### config.mk
export PLATFORM = sky130hd
export DESIGN_NAME = sector_dma
export DESIGN_NICKNAME = d
export VERILOG_FILES = /design/src/rtl/sdma_pkg.sv /design/src/rtl/sdma_regs.sv /design/src/rtl/sdma_seq.sv /design/src/rtl/sector_dma.sv
export SDC_FILE = /design/constraint.sdc
export NUM_CORES = 1
export LEC_CHECK = 0
export CORE_MARGIN = 4
export CORE_UTILIZATION = 35
export DETAILED_ROUTE_END_ITERATION = 10
export PLACE_DENSITY = 0.61
export SYNTH_ARGS = -nofsm -noshare
export SYNTH_HDL_FRONTEND = slang
export SYNTH_SLANG_ARGS = --single-unit
### constraint.sdc
create_clock -name clk_i -period 5.21 [get_ports clk_i]
set_input_delay 1.042 -clock clk_i [delete_from_list [all_inputs] [get_ports clk_i]]
set_output_delay 1.042 -clock clk_i [all_outputs]
set_load 0.03 [all_outputs]
### src/rtl/sdma_pkg.sv
package sdma_pkg;
  localparam logic [1:0] RA_CMD  = 2'd0;
  localparam logic [1:0] RA_LBA  = 2'd1;
  localparam logic [1:0] RA_DST  = 2'd2;
  localparam logic [1:0] RA_STAT = 2'd3;

  localparam logic [7:0] OP_READ = 8'h01;

  localparam int ST_BUSY = 0;
  localparam int ST_IRQ  = 1;
  localparam int ST_ERR  = 2;

  typedef enum logic [1:0] {SQ_IDLE, SQ_FETCH, SQ_STORE} sq_state_e;
endpackage

### src/rtl/sdma_regs.sv
module sdma_regs
  import sdma_pkg::*;
#(
  parameter int DATA_W = 32,
  parameter int ADDR_W = 32,
  parameter int LBA_W  = 32
) (
  input  logic              clk_i,
  input  logic              rst_ni,
  input  logic              reg_wr_i,
  input  logic [1:0]        reg_addr_i,
  input  logic [DATA_W-1:0] reg_wdata_i,
  output logic [DATA_W-1:0] reg_rdata_o,
  input  logic              busy_i,
  input  logic              done_i,
  output logic              start_o,
  output logic [LBA_W-1:0]  lba_o,
  output logic [ADDR_W-1:0] dst_o,
  output logic              irq_o
);
  logic [LBA_W-1:0]  lba_q;
  logic [ADDR_W-1:0] dst_q;
  logic              irq_q, err_q;
  logic              wr_cmd, wr_lba, wr_dst, wr_stat, op_ok;

  // slots 0..2 are locked while a transfer runs
  assign wr_cmd  = reg_wr_i && (reg_addr_i == RA_CMD) && !busy_i;
  assign wr_lba  = reg_wr_i && (reg_addr_i == RA_LBA) && !busy_i;
  assign wr_dst  = reg_wr_i && (reg_addr_i == RA_DST) && !busy_i;
  assign wr_stat = reg_wr_i && (reg_addr_i == RA_STAT);
  assign op_ok   = (reg_wdata_i[7:0] == OP_READ);
  assign start_o = wr_cmd && op_ok;

  always_ff @(posedge clk_i or negedge rst_ni) begin
    if (!rst_ni) begin
      lba_q <= '0;
      dst_q <= '0;
      irq_q <= 1'b0;
      err_q <= 1'b0;
    end else begin
      if (wr_lba) lba_q <= reg_wdata_i[LBA_W-1:0];
      if (wr_dst) dst_q <= reg_wdata_i[ADDR_W-1:0];
      if (wr_cmd && !op_ok)                err_q <= 1'b1;
      else if (wr_stat && reg_wdata_i[ST_ERR]) err_q <= 1'b0;
      if (done_i)                          irq_q <= 1'b1;
      else if (wr_stat && reg_wdata_i[ST_IRQ]) irq_q <= 1'b0;
    end
  end

  always_comb begin
    reg_rdata_o = '0;
    unique case (reg_addr_i)
      RA_LBA:  reg_rdata_o = DATA_W'(lba_q);
      RA_DST:  reg_rdata_o = DATA_W'(dst_q);
      RA_STAT: begin
        reg_rdata_o[ST_BUSY] = busy_i;
        reg_rdata_o[ST_IRQ]  = irq_q;
        reg_rdata_o[ST_ERR]  = err_q;
      end
      default: reg_rdata_o = '0;
    endcase
  end

  assign lba_o = lba_q;
  assign dst_o = dst_q;
  assign irq_o = irq_q;
endmodule

### src/rtl/sdma_seq.sv
module sdma_seq
  import sdma_pkg::*;
#(
  parameter int DATA_W       = 32,
  parameter int ADDR_W       = 32,
  parameter int LBA_W        = 32,
  parameter int SECTOR_WORDS = 128,
  localparam int IDX_W       = $clog2(SECTOR_WORDS)
) (
  input  logic              clk_i,
  input  logic              rst_ni,
  input  logic              start_i,
  input  logic [LBA_W-1:0]  lba_i,
  input  logic [ADDR_W-1:0] dst_i,
  output logic              stor_rd_o,
  output logic [LBA_W-1:0]  stor_lba_o,
  output logic [IDX_W-1:0]  stor_idx_o,
  input  logic              stor_valid_i,
  input  logic [DATA_W-1:0] stor_data_i,
  output logic              mem_req_o,
  output logic [ADDR_W-1:0] mem_addr_o,
  output logic [DATA_W-1:0] mem_wdata_o,
  input  logic              mem_ack_i,
  output logic              busy_o,
  output logic              done_o
);
  localparam logic [ADDR_W-1:0] STEP = ADDR_W'(DATA_W / 8);
  localparam logic [IDX_W-1:0]  LAST = IDX_W'(SECTOR_WORDS - 1);

  sq_state_e         state_q;
  logic [IDX_W-1:0]  idx_q;
  logic [ADDR_W-1:0] addr_q;
  logic [LBA_W-1:0]  lba_q;
  logic [DATA_W-1:0] data_q;
  logic              last_w;

  assign last_w = (idx_q == LAST);
  assign done_o = (state_q == SQ_STORE) && mem_ack_i && last_w;

  always_ff @(posedge clk_i or negedge rst_ni) begin
    if (!rst_ni) begin
      state_q <= SQ_IDLE;
      idx_q   <= '0;
      addr_q  <= '0;
      lba_q   <= '0;
      data_q  <= '0;
    end else begin
      unique case (state_q)
        SQ_IDLE: if (start_i) begin
          state_q <= SQ_FETCH;
          idx_q   <= '0;
          addr_q  <= dst_i;
          lba_q   <= lba_i;
        end
        SQ_FETCH: if (stor_valid_i) begin
          data_q  <= stor_data_i;
          state_q <= SQ_STORE;
        end
        SQ_STORE: if (mem_ack_i) begin
          if (last_w) begin
            state_q <= SQ_IDLE;
          end else begin
            idx_q   <= idx_q + 1'b1;
            addr_q  <= addr_q + STEP;
            state_q <= SQ_FETCH;
          end
        end
        default: state_q <= SQ_IDLE;
      endcase
    end
  end

  assign busy_o      = (state_q != SQ_IDLE);
  assign stor_rd_o   = (state_q == SQ_FETCH);
  assign stor_lba_o  = lba_q;
  assign stor_idx_o  = idx_q;
  assign mem_req_o   = (state_q == SQ_STORE);
  assign mem_addr_o  = addr_q;
  assign mem_wdata_o = data_q;
endmodule

### src/rtl/sector_dma.sv
module sector_dma
  import sdma_pkg::*;
#(
  parameter int DATA_W       = 32,
  parameter int ADDR_W       = 32,
  parameter int LBA_W        = 32,
  parameter int SECTOR_WORDS = 128
) (
  input  logic                            clk_i,
  input  logic                            rst_ni,
  input  logic                            reg_wr_i,
  input  logic [1:0]                      reg_addr_i,
  input  logic [DATA_W-1:0]               reg_wdata_i,
  output logic [DATA_W-1:0]               reg_rdata_o,
  output logic                            stor_rd_o,
  output logic [LBA_W-1:0]                stor_lba_o,
  output logic [$clog2(SECTOR_WORDS)-1:0] stor_idx_o,
  input  logic                            stor_valid_i,
  input  logic [DATA_W-1:0]               stor_data_i,
  output logic                            mem_req_o,
  output logic [ADDR_W-1:0]               mem_addr_o,
  output logic [DATA_W-1:0]               mem_wdata_o,
  input  logic                            mem_ack_i,
  output logic                            irq_o
);
  logic              busy, done, start;
  logic [LBA_W-1:0]  lba;
  logic [ADDR_W-1:0] dst;

  sdma_regs #(
    .DATA_W(DATA_W), .ADDR_W(ADDR_W), .LBA_W(LBA_W)
  ) u_regs (
    .clk_i       (clk_i),
    .rst_ni      (rst_ni),
    .reg_wr_i    (reg_wr_i),
    .reg_addr_i  (reg_addr_i),
    .reg_wdata_i (reg_wdata_i),
    .reg_rdata_o (reg_rdata_o),
    .busy_i      (busy),
    .done_i      (done),
    .start_o     (start),
    .lba_o       (lba),
    .dst_o       (dst),
    .irq_o       (irq_o)
  );

  sdma_seq #(
    .DATA_W(DATA_W), .ADDR_W(ADDR_W), .LBA_W(LBA_W), .SECTOR_WORDS(SECTOR_WORDS)
  ) u_seq (
    .clk_i        (clk_i),
    .rst_ni       (rst_ni),
    .start_i      (start),
    .lba_i        (lba),
    .dst_i        (dst),
    .stor_rd_o    (stor_rd_o),
    .stor_lba_o   (stor_lba_o),
    .stor_idx_o   (stor_idx_o),
    .stor_valid_i (stor_valid_i),
    .stor_data_i  (stor_data_i),
    .mem_req_o    (mem_req_o),
    .mem_addr_o   (mem_addr_o),
    .mem_wdata_o  (mem_wdata_o),
    .mem_ack_i    (mem_ack_i),
    .busy_o       (busy),
    .done_o       (done)
  );
endmodule

## Word-level counts from Yosys, hierarchy flattened

Cells that the tools add are included.

| storage, ports and cells | value |
|---|---|
| register bits | 171 |
| input bits | 71 |
| output and inout port bits | 138 |
| word-level logic and storage cells | 66 |

| cells by class | value |
|---|---|
| $add $sub $neg | 2 |
| eq/ne operators | 11 |
| mux-type cells | 19 |
| reductions and logical operators | 25 |

Operator list:

| kind | number |
|---|---|
| $mux 32 | 3 |
| $pmux 32 s2 | 1 |
| $pmux 29 s2 | 1 |
| $add 32x3->32 const B | 1 |
| $mux 7 | 3 |
| $pmux 7 s2 | 1 |
| $logic_and 1x1->1 | 13 |
| $pmux 3 s3 | 1 |
| $eq 8x1->1 const B | 1 |
| $reduce_bool 2->1 | 4 |
| $add 7x1->7 const B | 1 |
| $eq 7x7->1 const B | 1 |
| $eq 2x2->1 const B | 3 |
| $mux 2 | 3 |
| $pmux 2 s3 | 1 |
| $mux 1 | 5 |
| $eq 2x1->1 const B | 2 |
| $logic_not 2->1 | 2 |
| $ne 2x1->1 const B | 2 |
| $ne 2x2->1 const B | 2 |
| $reduce_and 2->1 | 2 |
| $reduce_and 4->1 | 1 |
| $reduce_and 3->1 | 1 |
| $logic_not 1->1 | 2 |

## Longest topological paths before layout

Gate-level depths: netlist of the first run.

| depth | value |
|---|---|
| depth in word-level cells | 6 |
| mapped depth | 9 |
| mapped depth without buffers | 7 |

## Modules after synthesis

A second synthesis of the first run with hierarchy kept.

| second synthesis, totals | value |
|---|---|
| cells, all modules | 660 |
| area, all modules | 8232.9 um^2 |

Modules (own cells, without submodules):

| module | instances | cells each | area each (um^2) | seq. area each (um^2) |
|---|---|---|---|---|
| sdma_seq | 1 | 431 | 4863.4 | 2627.5 |
| sdma_regs | 1 | 229 | 3369.5 | 1651.6 |

## Worst setup path before layout of the first run

Ideal clock, no wire load.

| path | value |
|---|---|
| path type | input port to output port |
| start point | input port reg_addr_i[0] |
| end point | output port reg_rdata_o[0] |
| data arrival time | 2.361 ns |
| required time | 4.168 ns |
| setup slack | 1.807 ns |
| cell stages on the path | 6 |
| cell sequence | inv_1 ha_1 clkbuf_1 clkbuf_1 a22oi_1 a21oi_1 |

| between the ends | value |
|---|---|
| cells in the longest elaborated chain, start to end | 2 |
| elaborated cells on any way between the ends | 4 |
| classes of those cells | 3 x eq/ne; 1 x mux |

RTL lines:

| item | RTL line | text |
|---|---|---|
| start: declaration | sector_dma.sv:12 | `input logic [1:0] reg_addr_i,` |
| $eq 2x2->1 or $eq 2x1->1 (tied branches) | sdma_regs.sv:52 | `unique case (reg_addr_i)` |
| $pmux 3 s3 * | sdma_regs.sv:52 |  |
| end: declaration | sector_dma.sv:14 | `output logic [DATA_W-1:0] reg_rdata_o,` |

Every way passes the cells marked *; elsewhere a longest branch is shown, timed or not.

## Worst setup path in the final report of the first run

| path | value |
|---|---|
| start point | input port reg_addr_i[0] |
| end point | output port reg_rdata_o[2] |

The elaborated chain is that of the path after synthesis.

==> results.json, run 1 <==
{
  "critPathRequiredTime_ns": 4.17,
  "r2r-start": "u_seq.state_q[0]",
  "reg2reg_depth": 8,
  "clock_path_buffers": 2,
  "nNetsFinal": 927,
  "die_w_um": 159,
  "grt-ovfl-total": 0,
  "cts-htree-levels": 4,
  "r2r_end": "u_seq.mem_addr_o[8]",
  "portBuffers": 208,
  "routed_via_density": 5.18,
  "cts_setup_buffers": 0,
  "crit_end": "reg_rdata_o[2]",
  "post-route-util_pct": 49.1,
  "use_met2_pct": 28.1,
  "cts_sinks": 171,
  "cts_hold_buf": 0,
  "setup.worst_path.start_class": "input port",
  "drive_gt1_share_pct": 23.8,
  "routed_wirelength_um": 21800,
  "ys_types": 63,
  "endpoint_kind": "output port",
  "grt_pass1_wl_um": 35600,
  "ys.flop_type": "dfrtp_1",
  "relSlewSlack_pct": 27.8,
  "cts_tree": "done",
  "boundaryPins": 209,
  "post-dp-hpwl_um": 15300,
  "cp_data_arrival_time_ns": 3.18,
  "holdCritPathClass": "reg2reg",
  "drt-pass1-iter-count": 4,
  "grt_max_degree": 86,
  "antenna_cells": 0,
  "numCtsBuffers": 17,
  "syn-num-nets": 732,
  "postSynthCellCount": 654,
  "r2r_slack_ns": 2.37,
  "max_freq_mhz": 237,
  "cts_resized": 0,
  "slew_viol_final": 0,
  "num_rows": 54,
  "critPathMaxStageDelay_ns": 0.60,
  "die_h_um": 159,
  "setup_tns_ns": 0,
  "ys_warn_count": 0,
  "wire_per_inst_um": 19.1,
  "hold_viol_final": 0,
  "min_period_ns": 4.22,
  "rsz0062_at_grt": "false",
  "gp_congestion": 0.807,
  "synth_area_sq_um": 7980,
  "via_count": 5911,
  "avgSynthCellArea_sq_um": 12.2,
  "synth_edf_count": 0,
  "skew_ns": 0.0112,
  "p_leak_nw": 4.54,
  "drv_cap": 0,
  "critPathLaunch": "reg_addr_i[0]",
  "worst_pin_slew_ns": 1.08,
  "fp.coreArea_sq_um": 22100,
  "die_area_sq_um": 25300,
  "worstPathCellList": "clkdlybuf4s50_1, inv_1, ha_1, buf_4, a222oi_1, nor2_1, clkdlybuf4s50_1",
  "ys_seq_elements": 171,
  "ant_nets": 0,
  "power.density_nw_per_um2": 484,
  "finalCritPeriodShare_pct": 81.0,
  "grt_usage_pct": 17.4,
  "antenna_found_initial": 0,
  "start_util_pct": 36.1,
  "drc_errors": 0,
  "grt-busiest-layer": "met2",
  "critPathKind": "in2out",
  "setup_viol_count_final": 0,
  "grtUsageMet3_pct": 5.00,
  "outcome": "completed",
  "grt_pass1_vias": 6277,
  "synthArstFlopShare_pct": 100,
  "area_growth_pct": 35.9,
  "clk_latency_ns": 0.42,
  "slowest_stage": "clkdlybuf4s50_1",
  "crit_fanout": 33,
  "cts_root_buffer": "clkbuf_16",
  "seq_area_frac_synth_pct": 53.6,
  "finalPower_mw": 5.24,
  "ir_drop_mv": 0.238,
  "drtIter0Drc": 259,
  "crit_top_cell": "clkdlybuf4s50_1",
  "path_clk_slew_ns": 0.07,
  "met1_usage_pct": 23.3
}
[placed cells by master (no fill, tap or decap), types with 4 or more instances in the layout]
cell type / instances
clkdlybuf4s50_1: 207
dfrtp_1: 171
mux2_2: 127
nand2_1: 38
a22oi_1: 31
nor2b_1: 30
a21oi_1: 28
nand3_1: 21
nor2_1: 19
clkbuf_16: 17
o22ai_1: 14
buf_4: 13
o21ai_0: 12
nand4_1: 10
a2bb2oi_1: 9
ha_1: 7
nor3_1: 6
a31oi_1: 6
a21oi_2: 6
nand2b_1: 5
inv_1: 5
and3_1: 5
o21ai_1: 4
clkinv_2: 4
inv_6: 4
clkinvlp_4: 4
[worst max-delay path, delay by kind of cell]
family	cells	cell delay (ns)
AO/OA/AOI/OAI	1	0.41
adder cells (fa/ha/maj)	1	0.19
buffers and inverters	4	1.45
AND/OR/NAND/NOR	1	0.08
[cell families (layout without fill, tap and decap cells)]
| group | after synthesis | in the layout | share of synthesized area, % |
|---|---|---|---|
| AO/OA/AOI/OAI | 137 | 137 | 12.3 |
| adder cells (fa/ha/maj) | 7 | 7 | 1.10 |
| buffers and inverters | 51 | 259 | 3.06 |
| flip-flops | 171 | 171 | 53.6 |
| multiplexers | 133 | 133 | 18.7 |
| AND/OR/NAND/NOR | 155 | 155 | 11.2 |
[synthesized netlist by cell type (2+ instances only)]
cell,number,area share (%)
dfrtp_1,171,54
mux2_2,127,18
nand2_1,38,1.8
a22oi_1,31,2.9
nor2b_1,30,2.4
a21oi_1,28,1.8
clkbuf_1,22,1.0
nand3_1,21,1.3
nor2_1,19,0.89
buf_2,15,0.94
o22ai_1,14,1.1
o21ai_0,12,0.75
nand4_1,10,0.78
a2bb2oi_1,9,0.99
and3_1,7,0.55
ha_1,7,1.1
a21oi_2,6,0.66
a31oi_1,6,0.47
nor3_1,6,0.38
inv_1,5,0.24
nand2b_1,5,0.39
o21ai_1,4,0.25
a2bb2oi_2,3,0.56
buf_4,3,0.28
buf_6,3,0.42
mux2_1,3,0.42
mux2i_1,3,0.38
o22a_1,3,0.33
a222oi_1,2,0.25
a22o_1,2,0.22
a31o_2,2,0.22
a41oi_1,2,0.22
and4_1,2,0.22
buf_1,2,0.094
nand4_2,2,0.31
o2bb2ai_1,2,0.22
[how the worst min path moves through the flow]
stage,end,start,depth (start not counted)
final,u_seq.mem_wdata_o[4],u_seq.mem_wdata_o[4],1
after global routing,u_seq.stor_lba_o[8],u_seq.stor_lba_o[8],1
after CTS,u_seq.mem_wdata_o[0],u_seq.mem_wdata_o[0],1
after detailed placement,u_seq.stor_lba_o[8],u_seq.stor_lba_o[8],1
after global placement,u_seq.stor_lba_o[29],u_seq.stor_lba_o[29],1
after floorplan,u_regs.err_q,u_regs.err_q,1
[flip-flops by register name, indices dropped and copies added, names as in the netlist]
name / cells
u_regs.irq_o: 1
u_seq.mem_addr_o: 32
u_regs.lba_o: 32
u_seq.stor_idx_o: 7
u_regs.err_q: 1
u_seq.mem_wdata_o: 32
u_regs.dst_o: 32
u_seq.stor_lba_o: 32
u_seq.state_q: 2
[report_power, final]
group,internal (mW),total (mW),switching [mW]
Clock,0.651,1.20,0.544
Combinational,0.913,1.95,1.03
Sequential,1.73,2.10,0.378
Total,3.29,5.24,1.95
[metrics by stage]
stage | area (sq um) | hold slack, ns | instances | setup WS (ns)
finish | 10800 | 0.505 | 1142 | 0.988
global route | 10800 | 0.514 | 1142 | 0.847
CTS | 10800 | 0.507 | 1142 | 0.980
detailed placement | 10300 | 0.492 | 1110 | 0.994
global placement | 10300 | 0.485 | 1110 | 1.04
floorplan | 7980 | 0.466 | 654 | 1.81
[routing by layer]
layer | part of all wire (%) | vias up
li1 | - | 2798
met1 | 46 | 2967
met2 | 48 | 134
met3 | 5.5 | 12
met4 | 1.0 | 0
met5 | 0 | -
[area by class of cell]
class,count,area [sq um]
multi-input combinational,432,3460
clock inverter,12,85.1
clock buffer,20,467
sequential,171,4280
fill,2044,11200
tap,280,350
timing repair buffer,221,2180
inverter,6,22.5
No activity file was read; power rests on OpenSTA's default activity.
==> run 2, diff against run 1 <==
--- a/config.mk
+++ b/config.mk
@@ -8,7 +8,7 @@
 export CORE_MARGIN = 4
 export CORE_UTILIZATION = 35
 export DETAILED_ROUTE_END_ITERATION = 10
-export PLACE_DENSITY = 0.61
+export PLACE_DENSITY = 0.63
 export SYNTH_ARGS = -nofsm -noshare
 export SYNTH_HDL_FRONTEND = slang
 export SYNTH_SLANG_ARGS = --single-unit
==> constraint.sdc (replaced) <==
create_clock -name clk_i -period 3.5 [get_ports clk_i]
set_input_delay 0.7 -clock clk_i [delete_from_list [all_inputs] [get_ports clk_i]]
set_output_delay 0.7 -clock clk_i [all_outputs]
set_load 0.03 [all_outputs]
==> run 2 against run 1 <==
Sequential share of layout area shrank 0.40 points. Critical path type unchanged. Global-route usage is essentially flat. Via count grew 2.3%.
==> results.json, run 2 (synthesized netlist as in run 1, its figures left out) <==
{
  "clkPwrFrac_pct": 24.7,
  "grt-ovfl-total": 0,
  "critPathKind": "in2out",
  "fill_cells": 1999,
  "finalCritPeriodShare_pct": 86.9,
  "ant_nets": 0,
  "cts_tree": "done",
  "fp.coreArea_sq_um": 22100,
  "antenna_found_initial": 0,
  "routed_via_density": 5.27,
  "cp_data_arrival_time_ns": 2.34,
  "outcome": "completed",
  "routed_wirelength_um": 21700,
  "placedCellCount": 1115,
  "cts_hold_buf": 0,
  "register_area_sq_um": 4280,
  "via_count": 6045,
  "grt_usage_pct": 17.3,
  "drive_gt1_share_pct": 28.0,
  "wire_per_inst_um": 18.9,
  "crit_fanout": 29,
  "switching_share_pct": 36.4,
  "hold_viol_final": 0,
  "critPathRequiredTime_ns": 2.80,
  "post-dp-hpwl_um": 15400,
  "grt_pass1_wl_um": 35500,
  "cts_resized": 0,
  "drt-pass1-iter-count": 4,
  "endpoint_kind": "output port",
  "grt_max_degree": 66,
  "post-route-util_pct": 49.6,
  "setup_tns_ns": 0,
  "hold_slack_ns": 0.172,
  "grt_pass1_vias": 6201,
  "worst_pin_slew_ns": 0.567,
  "rsz0062_at_grt": "false",
  "numCtsBuffers": 17,
  "relSlewSlack_pct": 62.1,
  "final_common_cell": "clkdlybuf4s50_1",
  "cts_setup_buffers": 0,
  "cts_sinks": 171,
  "cts_root_buffer": "clkbuf_16",
  "die_w_um": 159,
  "drtIter0Drc": 324,
  "num_rows": 54,
  "gp_congestion": 0.760,
  "seqPwrFrac_pct": 39.2,
  "holdCritPathClass": "in2async",
  "p_leak_nw": 4.68,
  "nNetsFinal": 932,
  "slew_viol_final": 0,
  "drv_cap": 0,
  "die_area_sq_um": 25300,
  "die_h_um": 159,
  "area_growth_pct": 37.3,
  "ir_drop_mv": 0.347,
  "setup_viol_count_final": 0,
  "clock_path_buffers": 2,
  "skew_ns": 0.0102,
  "setup.worst_path.start_class": "input port",
  "antenna_cells": 0,
  "switchingPower_mw": 2.92,
  "mostFrequentLayoutCells": "174 x clkdlybuf4s50_1, 171 x dfrtp_1, 127 x mux2_2",
  "min_period_ns": 3.04,
  "clk_latency_ns": 0.43,
  "path_clk_slew_ns": 0.07,
  "drc_errors": 0,
  "combPwrFrac_pct": 36.1,
  "power.density_nw_per_um2": 732,
  "boundaryPins": 209,
  "portBuffers": 208,
  "p_int_mw": 5.10,
  "fin_cells": 1147,
  "max_freq_mhz": 329,
  "start_util_pct": 36.1,
  "multi_input_area_sq_um": 3460,
  "cts-htree-levels": 4
}
-- run 2: changes by cell type in the layout (fill, tap and decap cells not counted), moves of 2 or more --
cell | before | now
buf_12 | 0 | 7
inv_6 | 4 | 2
bufinv_16 | 0 | 3
clkinv_4 | 0 | 3
buf_4 | 13 | 44
clkdlybuf4s50_1 | 207 | 174
clkinv_2 | 4 | 2
-- run 2: path summary, 6_finish.rpt --
kind                                       from                    to  slack, ns  cells after the start
max in group asynchronous                rst_ni      u_regs.lba_o[21]       2.48                      2
hold / removal                           rst_ni   u_seq.stor_lba_o[8]       0.17                      1
setup / recovery                  reg_addr_i[0]       reg_rdata_o[12]       0.46                      6
min in group clk_i         u_seq.stor_lba_o[22]  u_seq.stor_lba_o[22]       0.50                      1
setup reg to reg               u_seq.state_q[0]   u_seq.mem_addr_o[2]       1.29                      6
hold reg to reg            u_seq.stor_lba_o[22]  u_seq.stor_lba_o[22]       0.50                      1
-- run 2: metrics by stage --
step | instance area (sq um) | power [mW] | worst slack (ns)
4_1_cts | 11000 | 8.12 | 0.427
2_1_floorplan | 7980 | 4.77 | 0.781
3_3_place_gp | 10300 | 6.06 | 0.481
6_report | 11000 | 8.02 | 0.457
5_1_grt | 11000 | 8.45 | 0.340
3_5_place_dp | 10300 | 6.10 | 0.450
-- run 2: layout make-up --
class,count,share of cell area (%)
multi-input combinational,432,31.6
inverter,6,0.206
clock buffer,19,4.13
tap,280,3.20
timing repair buffer,226,20.3
sequential,171,39.1
clock inverter,13,1.52
-- run 2: worst max-delay path: stages --
cell and delay, ns:
clkdlybuf4s50_1 0.51, inv_1 0.09, ha_1 0.28, buf_4 0.31
nor2b_1 0.29, buf_12 0.16
-- run 2: per-layer routing --
metal	GRT usage [%]	part of all wire, %	up-vias
li1	-	-	2825
met1	23.1	45	3034
met2	27.7	48	163
met3	4.89	5.7	23
met4	5.25	1.4	0
met5	0	0	-
-- run 2: power groups by stage --
stage / Sequential [mW] / Clock [mW] / Combinational (mW)
after floorplan: 3.74 / 0 / 1.03
after global placement: 3.16 / 0 / 2.90
after detailed placement: 3.18 / 0 / 2.93
after CTS: 3.15 / 2.04 / 2.94
after global routing: 3.23 / 2.13 / 3.08
final: 3.14 / 1.98 / 2.90
==> run 3, diff against run 2 <==
--- a/config.mk
+++ b/config.mk
@@ -8,6 +8,7 @@
 export CORE_MARGIN = 4
 export CORE_UTILIZATION = 35
 export DETAILED_ROUTE_END_ITERATION = 10
+export HOLD_SLACK_MARGIN = 0.06
 export PLACE_DENSITY = 0.63
 export SYNTH_ARGS = -nofsm -noshare
 export SYNTH_HDL_FRONTEND = slang
==> results of run 3 <==
The final DEF is identical to that of run 2; final timing and power are the same.
